[src/rtl/zq_sched_pkg.sv]
package zq_sched_pkg;
  typedef enum logic [1:0] {
    ZQ_IDLE = 2'd0,
    ZQ_REQ  = 2'd1,
    ZQ_WIN  = 2'd2
  } zq_state_e;
endpackage

[src/rtl/zq_rank_track.sv]
// Per-rank pending requests and recovery counters.
module zq_rank_track #(
  parameter int TW = 16
) (
  input  logic          clk,
  input  logic          rst,
  input  logic          prech_i,
  input  logic          banks_idle_i,
  input  logic          srx_i,
  input  logic          long_req_i,
  input  logic          short_tick_i,
  input  logic          issue_i,
  input  logic          issue_long_i,
  input  logic [TW-1:0] cfg_trp_i,
  input  logic [TW-1:0] cfg_txs_i,
  output logic          ready_o,
  output logic          long_pend_o,
  output logic          first_done_o
);
  logic          pend_long_q, pend_short_q, first_q;
  logic [TW-1:0] trp_cnt_q, txs_cnt_q;
  logic          clr_long, clr_short;

  assign clr_long  = issue_i & issue_long_i;
  assign clr_short = issue_i;  // a long command also covers the short one

  always_ff @(posedge clk) begin
    if (rst) begin
      pend_long_q  <= 1'b1;  // power-up long calibration
      pend_short_q <= 1'b0;
      first_q      <= 1'b0;
    end else begin
      pend_long_q  <= (pend_long_q & ~clr_long) | long_req_i;
      pend_short_q <= (pend_short_q & ~clr_short) | srx_i | short_tick_i;
      if (clr_long) first_q <= 1'b1;
    end
  end

  always_ff @(posedge clk) begin
    if (rst) begin
      trp_cnt_q <= '0;
      txs_cnt_q <= '0;
    end else begin
      if (prech_i)                trp_cnt_q <= cfg_trp_i;
      else if (trp_cnt_q != '0)   trp_cnt_q <= trp_cnt_q - 1'b1;
      if (srx_i)                  txs_cnt_q <= cfg_txs_i;
      else if (txs_cnt_q != '0)   txs_cnt_q <= txs_cnt_q - 1'b1;
    end
  end

  assign ready_o      = (pend_long_q | pend_short_q) & banks_idle_i &
                        (trp_cnt_q == '0) & (txs_cnt_q == '0);
  assign long_pend_o  = pend_long_q;
  assign first_done_o = first_q;
endmodule

[src/rtl/zq_interval_timer.sv]
// Periodic short-calibration tick generator.
module zq_interval_timer #(
  parameter int IW = 20
) (
  input  logic          clk,
  input  logic          rst,
  input  logic          run_i,
  input  logic [IW-1:0] cfg_interval_i,
  output logic          tick_o
);
  logic [IW-1:0] cnt_q;

  always_ff @(posedge clk) begin
    if (rst || !run_i || cfg_interval_i == '0) begin
      cnt_q  <= '0;
      tick_o <= 1'b0;
    end else if (cnt_q >= cfg_interval_i - 1'b1) begin
      cnt_q  <= '0;
      tick_o <= 1'b1;
    end else begin
      cnt_q  <= cnt_q + 1'b1;
      tick_o <= 1'b0;
    end
  end
endmodule

[src/rtl/zq_seq_fsm.sv]
// Picks a ready rank, handshakes with the arbiter, times the quiet window.
module zq_seq_fsm
  import zq_sched_pkg::*;
#(
  parameter int NR = 2,
  parameter int TW = 16,
  parameter int RW = 1
) (
  input  logic          clk,
  input  logic          rst,
  input  logic          pwrup_ready_i,
  input  logic [NR-1:0] ready_i,
  input  logic [NR-1:0] long_pend_i,
  input  logic [NR-1:0] first_done_i,
  input  logic          grant_i,
  input  logic [TW-1:0] cfg_tzqinit_i,
  input  logic [TW-1:0] cfg_tzqoper_i,
  input  logic [TW-1:0] cfg_tzqcs_i,
  output logic [NR-1:0] issue_o,
  output logic          issue_long_o,
  output logic          init_done_o,
  output logic          zq_req_o,
  output logic          zq_a10_o,
  output logic [RW-1:0] zq_rank_o,
  output logic          chan_block_o,
  output logic          odt_off_o
);
  zq_state_e     state_q, state_n;
  logic [RW-1:0] rank_q, rank_n, pick_idx;
  logic          long_q, long_n, pick_found;
  logic [TW-1:0] cnt_q, cnt_n, len_sel;
  logic          init_q, init_n;

  always_comb begin
    pick_found = 1'b0;
    pick_idx   = '0;
    for (int i = NR - 1; i >= 0; i--) begin
      if (ready_i[i]) begin
        pick_found = 1'b1;
        pick_idx   = RW'(i);
      end
    end
  end

  always_comb begin
    if (long_q) len_sel = first_done_i[rank_q] ? cfg_tzqoper_i : cfg_tzqinit_i;
    else        len_sel = cfg_tzqcs_i;
  end

  always_comb begin
    state_n = state_q;
    rank_n  = rank_q;
    long_n  = long_q;
    cnt_n   = cnt_q;
    unique case (state_q)
      ZQ_IDLE: if (pwrup_ready_i && pick_found) begin
        state_n = ZQ_REQ;
        rank_n  = pick_idx;
        long_n  = long_pend_i[pick_idx];
      end
      ZQ_REQ: if (grant_i) begin
        state_n = ZQ_WIN;
        cnt_n   = (len_sel == '0) ? '0 : len_sel - 1'b1;
      end
      ZQ_WIN: begin
        if (cnt_q == '0) state_n = ZQ_IDLE;
        else             cnt_n   = cnt_q - 1'b1;
      end
      default: state_n = ZQ_IDLE;
    endcase
  end

  always_comb begin
    issue_o = '0;
    if (state_q == ZQ_REQ && grant_i) issue_o[rank_q] = 1'b1;
  end
  assign issue_long_o = long_q;

  assign init_n = init_q |
                  (state_q == ZQ_WIN && cnt_q == '0 && (&first_done_i));

  always_ff @(posedge clk) begin
    if (rst) begin
      state_q      <= ZQ_IDLE;
      rank_q       <= '0;
      long_q       <= 1'b0;
      cnt_q        <= '0;
      init_q       <= 1'b0;
      zq_req_o     <= 1'b0;
      zq_a10_o     <= 1'b0;
      zq_rank_o    <= '0;
      chan_block_o <= 1'b1;
      odt_off_o    <= 1'b0;
    end else begin
      state_q      <= state_n;
      rank_q       <= rank_n;
      long_q       <= long_n;
      cnt_q        <= cnt_n;
      init_q       <= init_n;
      zq_req_o     <= (state_n == ZQ_REQ);
      zq_a10_o     <= long_n;
      zq_rank_o    <= rank_n;
      chan_block_o <= (state_n != ZQ_IDLE) | ~init_n;
      odt_off_o    <= (state_n != ZQ_IDLE);
    end
  end

  assign init_done_o = init_q;
endmodule

[src/rtl/zq_cal_sched.sv]
module zq_cal_sched #(
  parameter int NUM_RANKS = 2,
  parameter int TW        = 16,
  parameter int IW        = 20,
  localparam int RW       = (NUM_RANKS > 1) ? $clog2(NUM_RANKS) : 1
) (
  input  logic                 clk,
  input  logic                 rst,
  input  logic                 pwrup_ready_i,
  input  logic [NUM_RANKS-1:0] banks_idle_i,
  input  logic [NUM_RANKS-1:0] prech_i,
  input  logic [NUM_RANKS-1:0] srx_i,
  input  logic [NUM_RANKS-1:0] long_req_i,
  input  logic                 grant_i,
  input  logic [TW-1:0]        cfg_tzqinit_i,
  input  logic [TW-1:0]        cfg_tzqoper_i,
  input  logic [TW-1:0]        cfg_tzqcs_i,
  input  logic [TW-1:0]        cfg_trp_i,
  input  logic [TW-1:0]        cfg_txs_i,
  input  logic [IW-1:0]        cfg_interval_i,
  output logic                 zq_req_o,
  output logic                 zq_a10_o,
  output logic [RW-1:0]        zq_rank_o,
  output logic                 chan_block_o,
  output logic                 odt_off_o
);
  logic [NUM_RANKS-1:0] ready, long_pend, first_done, issue;
  logic                 issue_long, init_done, short_tick;

  zq_interval_timer #(.IW(IW)) u_timer (
    .clk(clk), .rst(rst), .run_i(init_done),
    .cfg_interval_i(cfg_interval_i), .tick_o(short_tick)
  );

  for (genvar r = 0; r < NUM_RANKS; r++) begin : g_rank
    zq_rank_track #(.TW(TW)) u_trk (
      .clk(clk), .rst(rst),
      .prech_i(prech_i[r]), .banks_idle_i(banks_idle_i[r]),
      .srx_i(srx_i[r]), .long_req_i(long_req_i[r]),
      .short_tick_i(short_tick),
      .issue_i(issue[r]), .issue_long_i(issue_long),
      .cfg_trp_i(cfg_trp_i), .cfg_txs_i(cfg_txs_i),
      .ready_o(ready[r]), .long_pend_o(long_pend[r]),
      .first_done_o(first_done[r])
    );
  end

  zq_seq_fsm #(.NR(NUM_RANKS), .TW(TW), .RW(RW)) u_fsm (
    .clk(clk), .rst(rst), .pwrup_ready_i(pwrup_ready_i),
    .ready_i(ready), .long_pend_i(long_pend), .first_done_i(first_done),
    .grant_i(grant_i),
    .cfg_tzqinit_i(cfg_tzqinit_i), .cfg_tzqoper_i(cfg_tzqoper_i),
    .cfg_tzqcs_i(cfg_tzqcs_i),
    .issue_o(issue), .issue_long_o(issue_long), .init_done_o(init_done),
    .zq_req_o(zq_req_o), .zq_a10_o(zq_a10_o), .zq_rank_o(zq_rank_o),
    .chan_block_o(chan_block_o), .odt_off_o(odt_off_o)
  );
endmodule

[config.mk]
export PLATFORM = sky130hd
export DESIGN_NAME = zq_cal_sched
export DESIGN_NICKNAME = d
export VERILOG_FILES = /design/src/rtl/zq_sched_pkg.sv /design/src/rtl/zq_rank_track.sv /design/src/rtl/zq_interval_timer.sv /design/src/rtl/zq_seq_fsm.sv /design/src/rtl/zq_cal_sched.sv
export SDC_FILE = /design/constraint.sdc
export NUM_CORES = 1
export LEC_CHECK = 0
export BUFFER_PORTS_ARGS = -buffer_cell sky130_fd_sc_hd__buf_2
export CAP_MARGIN = 10
export CORE_MARGIN = 2
export CORE_UTILIZATION = 51
export DETAILED_ROUTE_END_ITERATION = 6
export GPL_ROUTABILITY_DRIVEN = 0
export PLACE_DENSITY = 0.74
export SYNTH_ARGS = -nofsm -noshare
export SYNTH_HDL_FRONTEND = slang
export SYNTH_SLANG_ARGS = --single-unit
export TNS_END_PERCENT = 30
[constraint.sdc]
create_clock -name clk -period 5 [get_ports clk]
set_input_delay 0.25 -clock clk [delete_from_list [all_inputs] [get_ports clk]]
set_output_delay 0.25 -clock clk [all_outputs]
set_load 0.02 [all_outputs]
* Yosys cells after proc, flatten, opt, wreduce, memory -nomap -nowiden
Index checks and enable logic that the tools add are counted.
Word-level totals: bits in registers 115, latch bits 0, bits in writable memories 0, ROM bits 0, bits of input ports 112, output and inout bits 5, word-level logic and storage cells 123, memories kept 0
Cells by class: add/sub/neg operators 8, $mul 0, divide/modulo/power cells 0, $lt $le $gt $ge 4, equality and inequality tests 5, shift-type cells 0, multiplexer cells 29, bitwise operators 27, reductions and logical operators 30
Operators with widths (number):
- 16-bit 2-to-1 mux | 13
- 16-bit logical NOT | 6
- 16-bit by 1-bit subtractor with 16-bit output, second input constant | 6
- 16-bit nonzero test | 4
- 16-bit case mux with 2 select lines | 1
- 20-bit by 1-bit adder with 20-bit output, second input constant | 1
- 20-bit >= comparator | 1
- 20-bit logical NOT | 1
- 20-bit by 1-bit subtractor with 20-bit output, second input constant | 1
- 1-bit AND | 12
- 2-bit nonzero test | 6
- 1-bit bitwise OR | 10
- 1-bit 2-to-1 mux | 9
- 2-bit 2-to-1 mux | 4
- 2-bit case mux with 3 select lines | 1
- 1-bit logical AND | 5
- 1-bit inverter | 5
- 2-bit by 1-bit equality test with 1-bit output, second input constant | 2
- 1-bit by 2-bit < comparator with 1-bit output, second input constant | 2
- 2-bit inequality test, second input constant | 2
- 2-bit AND reduction | 2
- 3-bit AND reduction | 1
- 2-bit equality test, second input constant | 1
- 2-bit logical NOT | 1
- other kinds (5) | 6

* Logic depth before layout (Yosys ltp)
Gate-level depths: netlist of run 1.
depth in word-level cells 11, mapped depth 15, mapped depth without buffers 14

* Modules after synthesis
A second synthesis of run 1 with hierarchy kept.
Unflattened totals: cell total of the unflattened synthesis 920, area, all modules 7362.1 µm²
Modules (own cells, without submodules):
- zq_rank_track | times used 2, cells each 220, area an instance 1770.4 µm², sequential area each 700.7 µm²
- zq_seq_fsm | times used 1, cells each 281, area an instance 2155.8 µm², sequential area each 480.5 µm²
- zq_interval_timer | times used 1, cells each 199, area an instance 1665.3 µm², sequential area each 420.4 µm²

* Worst setup path before layout of run 1
Ideal clock, no wire load.
path kind in2reg, start in cfg_interval_i[3], end reg u_timer.cnt_q[11], library setup time 0.128 ns, data arrival time 3.029 ns, data required time 4.872 ns, path slack 1.843 ns, stages on the path 11, buffers on the path 1, path through nor3_1 -> nand3_1 -> or4_1 -> or3_1 -> xor2_1 -> ha_1 -> nand3_1 -> o31a_1 -> nand2_1 -> clkbuf_1 -> nor2_1
Between the ends: longest elaborated chain between the ends 3, elaborated cells on any way between the ends 5, those cells by class add/sub (1); order compare (1); reduce/logical (3)
RTL lines:
- start, declared | RTL line zq_cal_sched.sv:20 | input logic [IW-1:0] cfg_interval_i,
- 20-bit by 1-bit subtractor with 20-bit output or 20-bit logical NOT (tied branches) | RTL line zq_interval_timer.sv:17, zq_interval_timer.sv:14
- 20-bit >= comparator or 1-bit logical OR (tied branches) | RTL line zq_interval_timer.sv:17, zq_interval_timer.sv:14
- 2-bit OR reduction (no source line) *
- end signal, assigned | RTL line zq_interval_timer.sv:21 | cnt_q <= cnt_q + 1'b1;
- end, declared | RTL line zq_interval_timer.sv:11 | logic [IW-1:0] cnt_q;
Mark *: on every way between the ends. The rest lies on a longest branch, timed or not. A chain may end at the register's enable or synchronous reset.

* Final worst setup path of run 1
start reg u_fsm.rank_q, end reg u_fsm.cnt_q[8]
Between the ends: longest elaborated chain between the ends 8, elaborated cells on any way between the ends 9, those cells by class add/sub (1); mux (7); reduce/logical (1)
RTL lines:
- start, declared | RTL line zq_seq_fsm.sv:29 | logic [RW-1:0] rank_q, rank_n, pick_idx;
- start signal, assigned | RTL line zq_seq_fsm.sv:96 | rank_q <= rank_n;
- 1-bit 2-to-1 mux (implied by the code) * (2 in series) | RTL line zq_seq_fsm.sv:46 | if (long_q) len_sel = first_done_i[rank_q] ? cfg_tzqoper_i : cfg_tzqinit_i;
- 16-bit 2-to-1 mux * (2 in series) | RTL line zq_seq_fsm.sv:46
- 16-bit by 1-bit subtractor with 16-bit output or 16-bit logical NOT (tied branches) | RTL line zq_seq_fsm.sv:63 | cnt_n = (len_sel == '0) ? '0 : len_sel - 1'b1;
- 16-bit 2-to-1 mux * | RTL line zq_seq_fsm.sv:63
- 16-bit 2-to-1 mux * | RTL line zq_seq_fsm.sv:61 | ZQ_REQ: if (grant_i) begin
- 16-bit case mux with 2 select lines * | RTL line zq_seq_fsm.sv:55 | unique case (state_q)
- end signal, assigned | RTL line zq_seq_fsm.sv:98 | cnt_q <= cnt_n;
- end, declared | RTL line zq_seq_fsm.sv:31 | logic [TW-1:0] cnt_q, cnt_n, len_sel;
Mark *: on every way between the ends. The rest lies on a longest branch, timed or not. The select of a mux whose other input is x is not followed.

==> results of run 1 <==
path summary, 6_finish.rpt:
path / from / end / slack [ns] / depth (start not counted)
worst max-delay path: u_fsm.rank_q / u_fsm.cnt_q[8] / 1.60 / 11
worst min-delay path: long_req_i[0] / g_rank[0].u_trk.long_pend_o / 0.05 / 2
worst max register to register: u_fsm.rank_q / u_fsm.cnt_q[8] / 1.60 / 11
worst min register to register: u_timer.cnt_q[0] / u_timer.cnt_q[0] / 0.49 / 1
area by class of cell:
class / count / share of cell area [%]
inverters: 25 / 1.08
clock buffers: 23 / 5.62
well taps: 180 / 2.59
multi-input cells: 795 / 55.4
flip-flops and latches: 115 / 26.5
clock inverters: 9 / 1.73
repair buffers: 120 / 7.03
cell usage in the layout, fill, tap and decap left out, drive strengths merged, types with 5 or more instances in the layout:
cell type  netlist  routed
nor2           171     171
buf             10     120
dfxtp          115     115
a21oi           86      86
nand2           76      76
nor3            69      69
xnor2           52      52
xor2            35      35
o21ai           33      33
ha              29      29
nand3           25      25
nor4            25      25
inv             24      24
clkbuf          30      23
or3             22      22
mux2i           17      17
a31oi           14      14
nor3b           12      12
a211oi          11      11
nand4           10      10
nor2b           10      10
a22oi            9       9
or4              9       9
nand2b           8       8
a21o             8       8
a221oi           6       6
and3             6       6
and2             5       5
cells by family (layout without fill, tap and decap cells):
kind of cell / count (synthesis) / in the layout / share of synthesized area [%]
multiplexers: 21 / 21 / 2.91
flip-flops: 115 / 115 / 31.2
buffers and inverters: 65 / 177 / 3.79
AO/OA/AOI/OAI: 198 / 198 / 16.5
AND/OR/NAND/NOR: 460 / 460 / 30.4
adder cells (fa/ha/maj): 29 / 29 / 4.91
XOR/XNOR: 87 / 87 / 10.3
per-layer routing:
| metal | GRT usage, % | up-vias | share of wire, % |
|---|---|---|---|
| met1 | 31.8 | 3200 | 50 |
| met4 | 4.43 | 0 | 0.76 |
| met2 | 36.3 | 173 | 45 |
| li1 | - | 3683 | - |
| met5 | 0 | - | 0 |
| met3 | 5.37 | 14 | 4.5 |
power by group through the flow:
stage	Clock, mW	Combinational (mW)	Sequential [mW]
6_report	1.30	0.442	1.01
5_1_grt	1.36	0.497	1.02
4_1_cts	1.32	0.442	1.01
3_5_place_dp	0	0.437	1.03
3_3_place_gp	0	0.430	1.03
2_1_floorplan	0	0.328	1.02
per-stage QoR:
step / power, mW / utilization, % / instance area [µm²]
finish: 2.76 / 61.8 / 8680
global route: 2.88 / 61.8 / 8680
CTS: 2.77 / 61.8 / 8680
detailed placement: 1.46 / 57.3 / 8040
global placement: 1.46 / 57.3 / 8040
floorplan: 1.35 / - / 7390
state kept, by name (all words and copies together), names as in the netlist:
| register | cells |
|---|---|
| g_rank.u_trk.first_done_o | 2 |
| g_rank.u_trk.long_pend_o | 2 |
| g_rank.u_trk.pend_short_q | 2 |
| g_rank.u_trk.trp_cnt_q | 32 |
| g_rank.u_trk.txs_cnt_q | 32 |
| u_fsm.chan_block_o | 1 |
| u_fsm.cnt_q | 16 |
| u_fsm.init_done_o | 1 |
| u_fsm.issue_long_o | 1 |
| u_fsm.odt_off_o | 1 |
| u_fsm.rank_q | 1 |
| u_fsm.state_q | 2 |
| u_fsm.zq_req_o | 1 |
| u_timer.cnt_q | 20 |
| u_timer.tick_o | 1 |
==> key figures, run 1 <==
Min path
  – Hold Path Class: in2reg

Yosys
  – Top FF cell, synth: dfxtp_1
  – Post-synth ARST share: 0%
  – Top post-synthesis cells by count: nor2_1 (170), dfxtp_1 (115), a21oi_1 (86)
  – Synth top area share: 31.2%
  – Most common cell in the netlist: nor2_1
  – Cell area after synthesis: between 7000 and 8000 µm²
  – Top cells by area, synth: dfxtp_1 (31%), nor2_1 (8.6%), xnor2_1 (6.2%)
  – FF+latch count, synth: 115
  – Syn nets: 1116
  – Cell variety after synth: 69
  – Post-synthesis sequential area ratio: 31.2%
  – Avg Cell Area, Syn: about 7.6 µm²
  – Cells after Synth: about 980
  – Synth area leader: dfxtp_1
  – Synth warn: 0
  – Number of synthesized flops with an enable pin: 0

Clock tree
  – CTS tree: done
  – Maximum buffer depth of the clock tree: 2
  – Total CTS buffers: 17
  – Htree depth: 4
  – Root Driver: clkbuf_16
  – Post-CTS sizing: 0
  – Clock sinks: between 100 and 150
  – CTS clk-pin slew, worst paths: 0.05 ns
  – Post-CTS setup buffer count: 0
  – Worst-Skew Late Latency: 0.41 ns
  – Post-CTS Hold Buffers: 0

Die
  – Die area: between 15000 and 20000 µm²
  – Initial Utilization: between 50% and 60%
  – Ports: 117
  – Die Wd: around 120 µm
  – Row cnt: 43
  – DIE HEIGHT: between 100 and 150 µm
  – Core area: ~14000 µm²

Critical path
  – Worst Path Buf+Inv: 0
  – Worst Path Max Fanout: 11
  – Startpoint Class: register
  – Slowest CP cell: mux2i_2
  – CP max stage delay: ~0.68 ns
  – Crit path kind: reg2reg
  – Most used cell, CP: a21oi_1
  – Crit path DAT: ~3.7 ns
  – Crit path cell chain: mux2i_2 -> nand2_1 -> a21oi_1 -> a21oi_1 -> ha_1 -> o211a_1 -> nand4_1 -> a21oi_1 -> a21oi_1 -> o21ai_0 -> a311oi_1
  – Worst endpoint required time: 5.32 ns
  – Setup crit end kind: register
  – CP delay by family, top: compound AO/OA/AOI/OAI gates

Layout
  – P&R area growth vs syn: 17.5%
  – Number of fillers in the final layout: about 1300
  – Final nets: approximately 1200
  – Finished Layout Cells: about 1300
  – Multi-input logic area: around 4800 µm²
  – FF/Latch Area: around 2300 µm²
  – Layout cells sized above 1: 15.8%
  – N_diodes: 0

Detailed routing
  – WL per Instance: ~14 µm
  – DR vias/cell: 5.58
  – Final antenna-violating net count: 0
  – DRC viols: 0
  – Drt pass-1 iters: 5
  – Routed WL: 17900 µm
  – Vias: approximately 7100
  – DRT iter0 DRCs: 492

STA
  – Final Max Tran Viols: 0
  – Max Freq: between 200 and 300 MHz
  – Unrepaired setup endpoints after global routing: false
  – Worst slew margin: ~31%
  – Tmin final: approximately 3.4 ns
  – Total Neg Setup Slack: 0 ns
  – Skew final: about 0.0075 ns
  – Hold_ws: 0.0546 ns
  – Crit share post-route: ~68%
  – Final hold violation count: 0
  – Final WS setup: 1.60 ns
  – Setup violations, final: 0
  – Worst Max-Slew Pin Slew: between 1 and 1.5 ns

Global route
  – Vias in the first global route: roughly 6300
  – Initial antenna violation count: 0
  – Total GRT Usage: a little under a quarter
  – Total gr overflow: 0
  – Pin count of the biggest net entering global routing: slightly above 90
  – First-pass GRT wire length: between 20000 and 30000 µm

Power and ir drop
  – Gate power share: between 10% and 20%
  – Net Switching: ~0.7 mW
  – Worst VDD drop: between 0.2 and 0.3 mV
  – Int Pwr: about 2.0 mW
  – PD cells: approximately 320 nW/µm²
  – Sw frac: 25.6%
  – Sequential Power Share: between 30 and 40%
  – Pleak: 3.50 nW
  – Power share of the clock group: between 40% and 50%

Placement
  – Port bufs: 116
  – Post-DP HPWL: approximately 13000 µm
  – Placed Instances: 1235
  – DP Worst Slack: ~1.3 ns

Flow run
  – Max cap viols: 0

Outcome
  – Status: finished, final reports clean
(Power assumes the default switching activity.)
==> run 2: changes to the inputs <==
--- a/config.mk
+++ b/config.mk
@@ -11,7 +11,7 @@
 export CORE_UTILIZATION = 51
 export DETAILED_ROUTE_END_ITERATION = 6
 export GPL_ROUTABILITY_DRIVEN = 0
-export PLACE_DENSITY = 0.74
+export PLACE_DENSITY = 0.77
 export SYNTH_ARGS = -nofsm -noshare
 export SYNTH_HDL_FRONTEND = slang
 export SYNTH_SLANG_ARGS = --single-unit
==> constraint.sdc (replaced) <==
create_clock -name clk -period 3.05 [get_ports clk]
set_input_delay 0.1525 -clock clk [delete_from_list [all_inputs] [get_ports clk]]
set_output_delay 0.1525 -clock clk [all_outputs]
set_load 0.02 [all_outputs]
==> key figures, run 2 (same netlist as run 1, synthesis figures left out) <==
Outcome
  – Status: finished, final reports clean

STA
  – Tmin final: slightly below 3 ns
  – Final Max Tran Viols: 0
  – Max Freq: roughly 340 MHz
  – Crit share post-route: 95.1%
  – Worst slew margin: a little under three fifths
  – Setup violations, final: 0
  – Total Neg Setup Slack: 0 ns
  – Unrepaired setup endpoints after global routing: false
  – Final hold violation count: 0
  – Worst Max-Slew Pin Slew: 0.652 ns
  – Skew final: roughly 0.0068 ns

Clock tree
  – CTS tree: done
  – Total CTS buffers: 17
  – Maximum buffer depth of the clock tree: 2
  – CTS clk-pin slew, worst paths: roughly 0.060 ns
  – Root Driver: clkbuf_16
  – Htree depth: 4
  – Worst-Skew Late Latency: about 0.42 ns
  – Clock sinks: 115

Die
  – Die area: between 15000 and 20000 µm²
  – Core area: 14000 µm²
  – DIE HEIGHT: approximately 120 µm
  – Row cnt: 43
  – Initial Utilization: between 50 and 60%
  – Die Wd: 124 µm
  – Ports: 117

Min path
  – Hold Path Class: in2reg
  – WHS Path Cells: 3

Layout
  – P&R area growth vs syn: 22.0%
  – Top Registers: g_rank.u_trk.trp_cnt_q: 32 flops, g_rank.u_trk.txs_cnt_q: 32 flops, u_timer.cnt_q: 20 flops
  – N_diodes: 0
  – Most frequent cells in the layout: nor2_1 (170), buf_2 (116), dfxtp_1 (115)
  – Layout cells sized above 1: approximately 17%
  – Final nets: roughly 1300
  – Finished Layout Cells: approximately 1300
  – Most common cell after layout, fill and taps aside: nor2_1

Critical path
  – R2R cell count: 11
  – R2r setup slk: around 0.15 ns
  – Setup crit end kind: register
  – CP delay by family, top: compound AO/OA/AOI/OAI gates
  – CP endpoint: u_fsm.cnt_q[9]
  – Critical Path Stages: 11
  – CP startpoint: u_fsm.rank_q
  – R2r endpoint: u_fsm.cnt_q[9]
  – Worst Path Buf+Inv: 1
  – Worst Path Max Fanout: 8
  – Reg-to-reg startpoint: u_fsm.rank_q
  – Slowest CP cell: mux2_2
  – Most used cell, CP: a21oi_1
  – Worst endpoint required time: between 3 and 4 ns
  – Crit path kind: reg2reg
  – Startpoint Class: register
  – CP max stage delay: between 0.4 and 0.5 ns
  – Crit path cell chain: mux2_2 -> mux2i_1 -> o21a_1 -> ha_1 -> o211a_1 -> nand4_1 -> a21oi_1 -> a21oi_1 -> buf_4 -> a221oi_1 -> nor3_1
  – Crit path DAT: 3.19 ns

Flow run
  – Max cap viols: 0

Detailed routing
  – DRT iter0 DRCs: 478
  – Drt pass-1 iters: 7
  – WL per Instance: between 10 and 15 µm
  – DR vias/cell: approximately 5.6
  – Final antenna-violating net count: 0
  – DRC viols: 0
  – Routed WL: between 15000 and 20000 µm
  – Vias: slightly above 7000

Placement
  – Placed Instances: 1258
  – Port bufs: approximately 120
  – Post-DP HPWL: about 14000 µm

Global route
  – Pin count of the biggest net entering global routing: 52
  – Initial antenna violation count: 0
  – Vias in the first global route: roughly 6700
  – First-pass GRT wire length: around 31000 µm
  – Total GRT Usage: approximately 24%
  – Total gr overflow: 0

Power and ir drop
  – PD cells: slightly below 500 nW/µm²
  – Worst VDD drop: approximately 0.38 mV
  – Pleak: 3.66 nW
==> run 2: cell count changes in the layout (fill, tap and decap cells not counted), sizes merged <==
cell	before	now
buf	120	143
bufinv	4	3
clkbuf	23	21
clkinv	4	5
clkinvlp	2	3
dlygate4sd3	0	18
==> run 2: how the worst min path moves through the flow <==
| stage | end | from | slack, ns |
|---|---|---|---|
| 2_1_floorplan | g_rank[0].u_trk.long_pend_o | long_req_i[0] | 0.25 |
| 3_3_place_gp | g_rank[1].u_trk.long_pend_o | long_req_i[1] | 0.37 |
| 3_5_place_dp | g_rank[1].u_trk.long_pend_o | long_req_i[1] | 0.37 |
| 4_1_cts | g_rank[0].u_trk.txs_cnt_q[2] | cfg_txs_i[2] | 0.001 |
| 5_1_grt | g_rank[0].u_trk.txs_cnt_q[7] | cfg_txs_i[7] | 0.02 |
| 6_report | g_rank[0].u_trk.txs_cnt_q[10] | cfg_txs_i[10] | 0.01 |
==> run 2: final cells by class <==
| cell class | instances | area [µm²] |
|---|---|---|
| inverter | 25 | 93.8 |
| multi-input combinational | 795 | 4810 |
| clock inverter | 10 | 133 |
| tap | 180 | 225 |
| clock buffer | 21 | 460 |
| timing repair buffer | 161 | 988 |
| sequential | 115 | 2300 |
| fill | 1261 | 5020 |
==> run 2: timing repair <==
action,4_1_cts,5_1_grt
hold buffers,18,0
gates resized for setup,0,1
setup buffers,0,0
endpoints found under the setup margin,0,1
hold endpoints to repair,24,0
==> run 2: power by group <==
group | switching, mW | internal (mW) | leakage, nW | total [mW]
Combinational | 0.408 | 0.353 | 2.44 | 0.762
Sequential | 0.0730 | 1.58 | 0.942 | 1.66
Clock | 0.703 | 1.31 | 0.285 | 2.02
Total | 1.18 | 3.25 | 3.66 | 4.44
==> run 2: per-layer routing <==
layer  GRT usage (%)  routed length (µm)  vias up
li1                -                   -     3760
met1            32.2                8960     3280
met2            39.8                8650      202
met3            4.64                 902       20
met4            7.01                 191        0
met5               0                   0        -
==> run 2: metrics by stage <==
stage               total power, mW  setup slack, ns  utilization, %  hold WS [ns]  instance area [µm²]
finish                         4.44            0.148            64.2        0.0110                 9020
detailed placement             2.41         -0.00831            58.7         0.370                 8240
global route                   4.63          0.00108            64.2        0.0178                 9020
global placement               2.40           0.0789            58.7         0.373                 8240
floorplan                      2.21           0.0285               -         0.251                 7390
CTS                            4.44            0.202            64.2       0.00104                 9010
==> run 2: worst min-delay path, stage by stage <==
cell and delay [ns]:
buf_2 0.11, a21oi_1 0.06, nor2_1 0.07
==> run 3: changes to the inputs <==
--- a/config.mk
+++ b/config.mk
@@ -11,7 +11,7 @@
 export CORE_UTILIZATION = 51
 export DETAILED_ROUTE_END_ITERATION = 6
 export GPL_ROUTABILITY_DRIVEN = 0
-export PLACE_DENSITY = 0.77
+export PLACE_DENSITY = 0.74
 export SYNTH_ARGS = -nofsm -noshare
 export SYNTH_HDL_FRONTEND = slang
 export SYNTH_SLANG_ARGS = --single-unit
==> constraint.sdc (replaced) <==
create_clock -name clk -period 3.25 [get_ports clk]
set_input_delay 0.1625 -clock clk [delete_from_list [all_inputs] [get_ports clk]]
set_output_delay 0.1625 -clock clk [all_outputs]
set_load 0.005 [all_outputs]
==> key figures, run 3 (same netlist as run 1, synthesis figures left out) <==
Outcome
  – Status: finished, final reports clean

Layout
  – Design area: roughly 9000 µm²
  – Finished Layout Cells: between 1000 and 1500
  – Most frequent cells in the layout: nor2_1 (170), buf_2 (116), dfxtp_1 (115)
  – N_diodes: 0
  – Final core occ: about 63%
  – P&R area growth vs syn: 20.1%
  – Final nets: between 1000 and 1500
  – Most common cell after layout, fill and taps aside: nor2_1
  – Top Registers: g_rank.u_trk.trp_cnt_q: 32 flops, g_rank.u_trk.txs_cnt_q: 32 flops, u_timer.cnt_q: 20 flops
  – Layout cells sized above 1: between 15 and 20%

Die
  – Die Wd: approximately 120 µm
  – Row cnt: between 40 and 50
  – Die area: 15500 µm²
  – Core area: 14000 µm²
  – DIE HEIGHT: 124 µm
  – Ports: 117
  – Initial Utilization: 52.6%

Detailed routing
  – Routed WL: roughly 18000 µm
  – Final antenna-violating net count: 0
  – WL per Instance: about 14 µm
  – Vias: around 7000
  – DR vias/cell: between 5 and 6
  – Drt pass-1 iters: 5
  – DRC viols: 0
  – DRT iter0 DRCs: 504

Power and ir drop
  – Worst VDD drop: 0.355 mV
  – PD cells: between 400 and 500 nW/µm²
  – Power share of the clock group: ~45%
  – Int Pwr: ~3.0 mW
  – Sequential Power Share: between 30% and 40%
  – Sw frac: approximately a quarter
  – Gate power share: ~17%
  – Net Switching: between 1 and 1.5 mW
  – Pleak: around 3.6 nW

Min path
  – Hold Path Class: in2reg

Critical path
  – Setup crit end kind: register
  – Crit path DAT: 3.17 ns
  – Crit path cell chain: mux2_2 -> mux2i_1 -> o21a_1 -> ha_1 -> o211a_1 -> nand4_1 -> a21oi_1 -> a21oi_1 -> buf_4 -> a221oi_1 -> nor3_1
  – Startpoint Class: register
  – Worst Path Max Fanout: 8
  – Slowest CP cell: mux2_2
  – Worst endpoint required time: 3.52 ns
  – Worst Path Buf+Inv: 1
  – Crit path kind: reg2reg
  – CP max stage delay: between 0.4 and 0.5 ns
  – Most used cell, CP: a21oi_1
  – CP delay by family, top: compound AO/OA/AOI/OAI gates

Global route
  – Total GRT Usage: 23.4%
  – Initial antenna violation count: 0
  – First-pass GRT wire length: 30400 µm
  – Total gr overflow: 0
  – Pin count of the biggest net entering global routing: 53
  – Vias in the first global route: 6540

Clock tree
  – Post-CTS sizing: 0
  – Maximum buffer depth of the clock tree: 2
  – Clock sinks: between 100 and 150
  – Total CTS buffers: 17
  – CTS clk-pin slew, worst paths: 0.05 ns
  – Htree depth: 4
  – Post-CTS setup buffer count: 0
  – CTS tree: done
  – Worst-Skew Late Latency: approximately 0.42 ns
  – Root Driver: clkbuf_16

STA
  – Max Freq: approximately 340 MHz
  – Skew final: approximately 0.0061 ns
  – Worst Max-Slew Pin Slew: slightly above 0.8 ns
  – Tmin final: 2.91 ns
  – Unrepaired setup endpoints after global routing: false
  – Total Neg Setup Slack: 0 ns
  – Setup violations, final: 0
  – Final hold violation count: 0
  – Crit share post-route: between 80 and 90%
  – Hold_ws: ~0.0085 ns
  – Worst slew margin: between 40% and 50%
  – Final Max Tran Viols: 0

Placement
  – Area after DPL: 8170 µm²
  – Placed Instances: approximately 1300
  – Port bufs: ~120
  – Post-DP HPWL: between 10000 and 15000 µm

Flow run
  – Max cap viols: 0
[run 3: cell types whose count changed in the layout (fill, tap and decap cells not counted)]
cell,previous run,this run
a21oi_2,1,0
clkbuf_1,2,4
buf_12,2,1
a21oi_1,85,86
buf_4,25,18
dlygate4sd3_1,18,12
clkbuf_8,2,1
[run 3: worst min-delay path: stages]
cell,delay (ns)
buf_2,0.09
a21oi_1,0.06
nor2_1,0.07
[run 3: power groups by stage]
stage                     registers [mW]  clock network (mW)  logic (mW)
after floorplan                     1.57                   0       0.505
after global placement              1.58                   0       0.670
after detailed placement            1.58                   0       0.684
after CTS                           1.55                1.89       0.703
after global routing                1.56                1.96       0.790
final                               1.56                1.87       0.703
[run 3: stage by stage]
step | setup slack [ns] | power [mW]
global route | 0.0425 | 4.32
CTS | 0.331 | 4.14
floorplan | 0.181 | 2.07
finish | 0.341 | 4.13
detailed placement | 0.0349 | 2.26
global placement | 0.146 | 2.25
[run 3: final timing paths]
kind | startpoint | endpoint | slack [ns] | cells past startpoint
max | u_fsm.rank_q | u_fsm.cnt_q[9] | 0.34 | 11
min | cfg_trp_i[15] | g_rank[0].u_trk.trp_cnt_q[15] | 0.009 | 3
max reg2reg | u_fsm.rank_q | u_fsm.cnt_q[9] | 0.34 | 11
min reg2reg | g_rank[1].u_trk.pend_short_q | g_rank[1].u_trk.pend_short_q | 0.48 | 2
[run 3: final cells by class]
cell class              instances  area (µm²)
clock inverters                10         133
inverters                      25        93.8
fillers                      1292        5170
multi-input cells             795        4810
clock buffers                  22         454
well taps                     180         225
repair buffers                147         856
flip-flops and latches        115        2300
[run 3: repair_timing]
item,4_1_cts,5_1_grt
endpoints found under the setup margin,0,0
endpoints found under the hold margin,14,0
hold buffers,12,0
[run 3: layer usage]
metal	global-route usage [%]	part of all wire [%]	wire, µm
met1	31.8	49	8930
met2	37.3	45	8260
met3	4.55	4.9	898
met4	7.47	1.3	245
met5	0	0	0
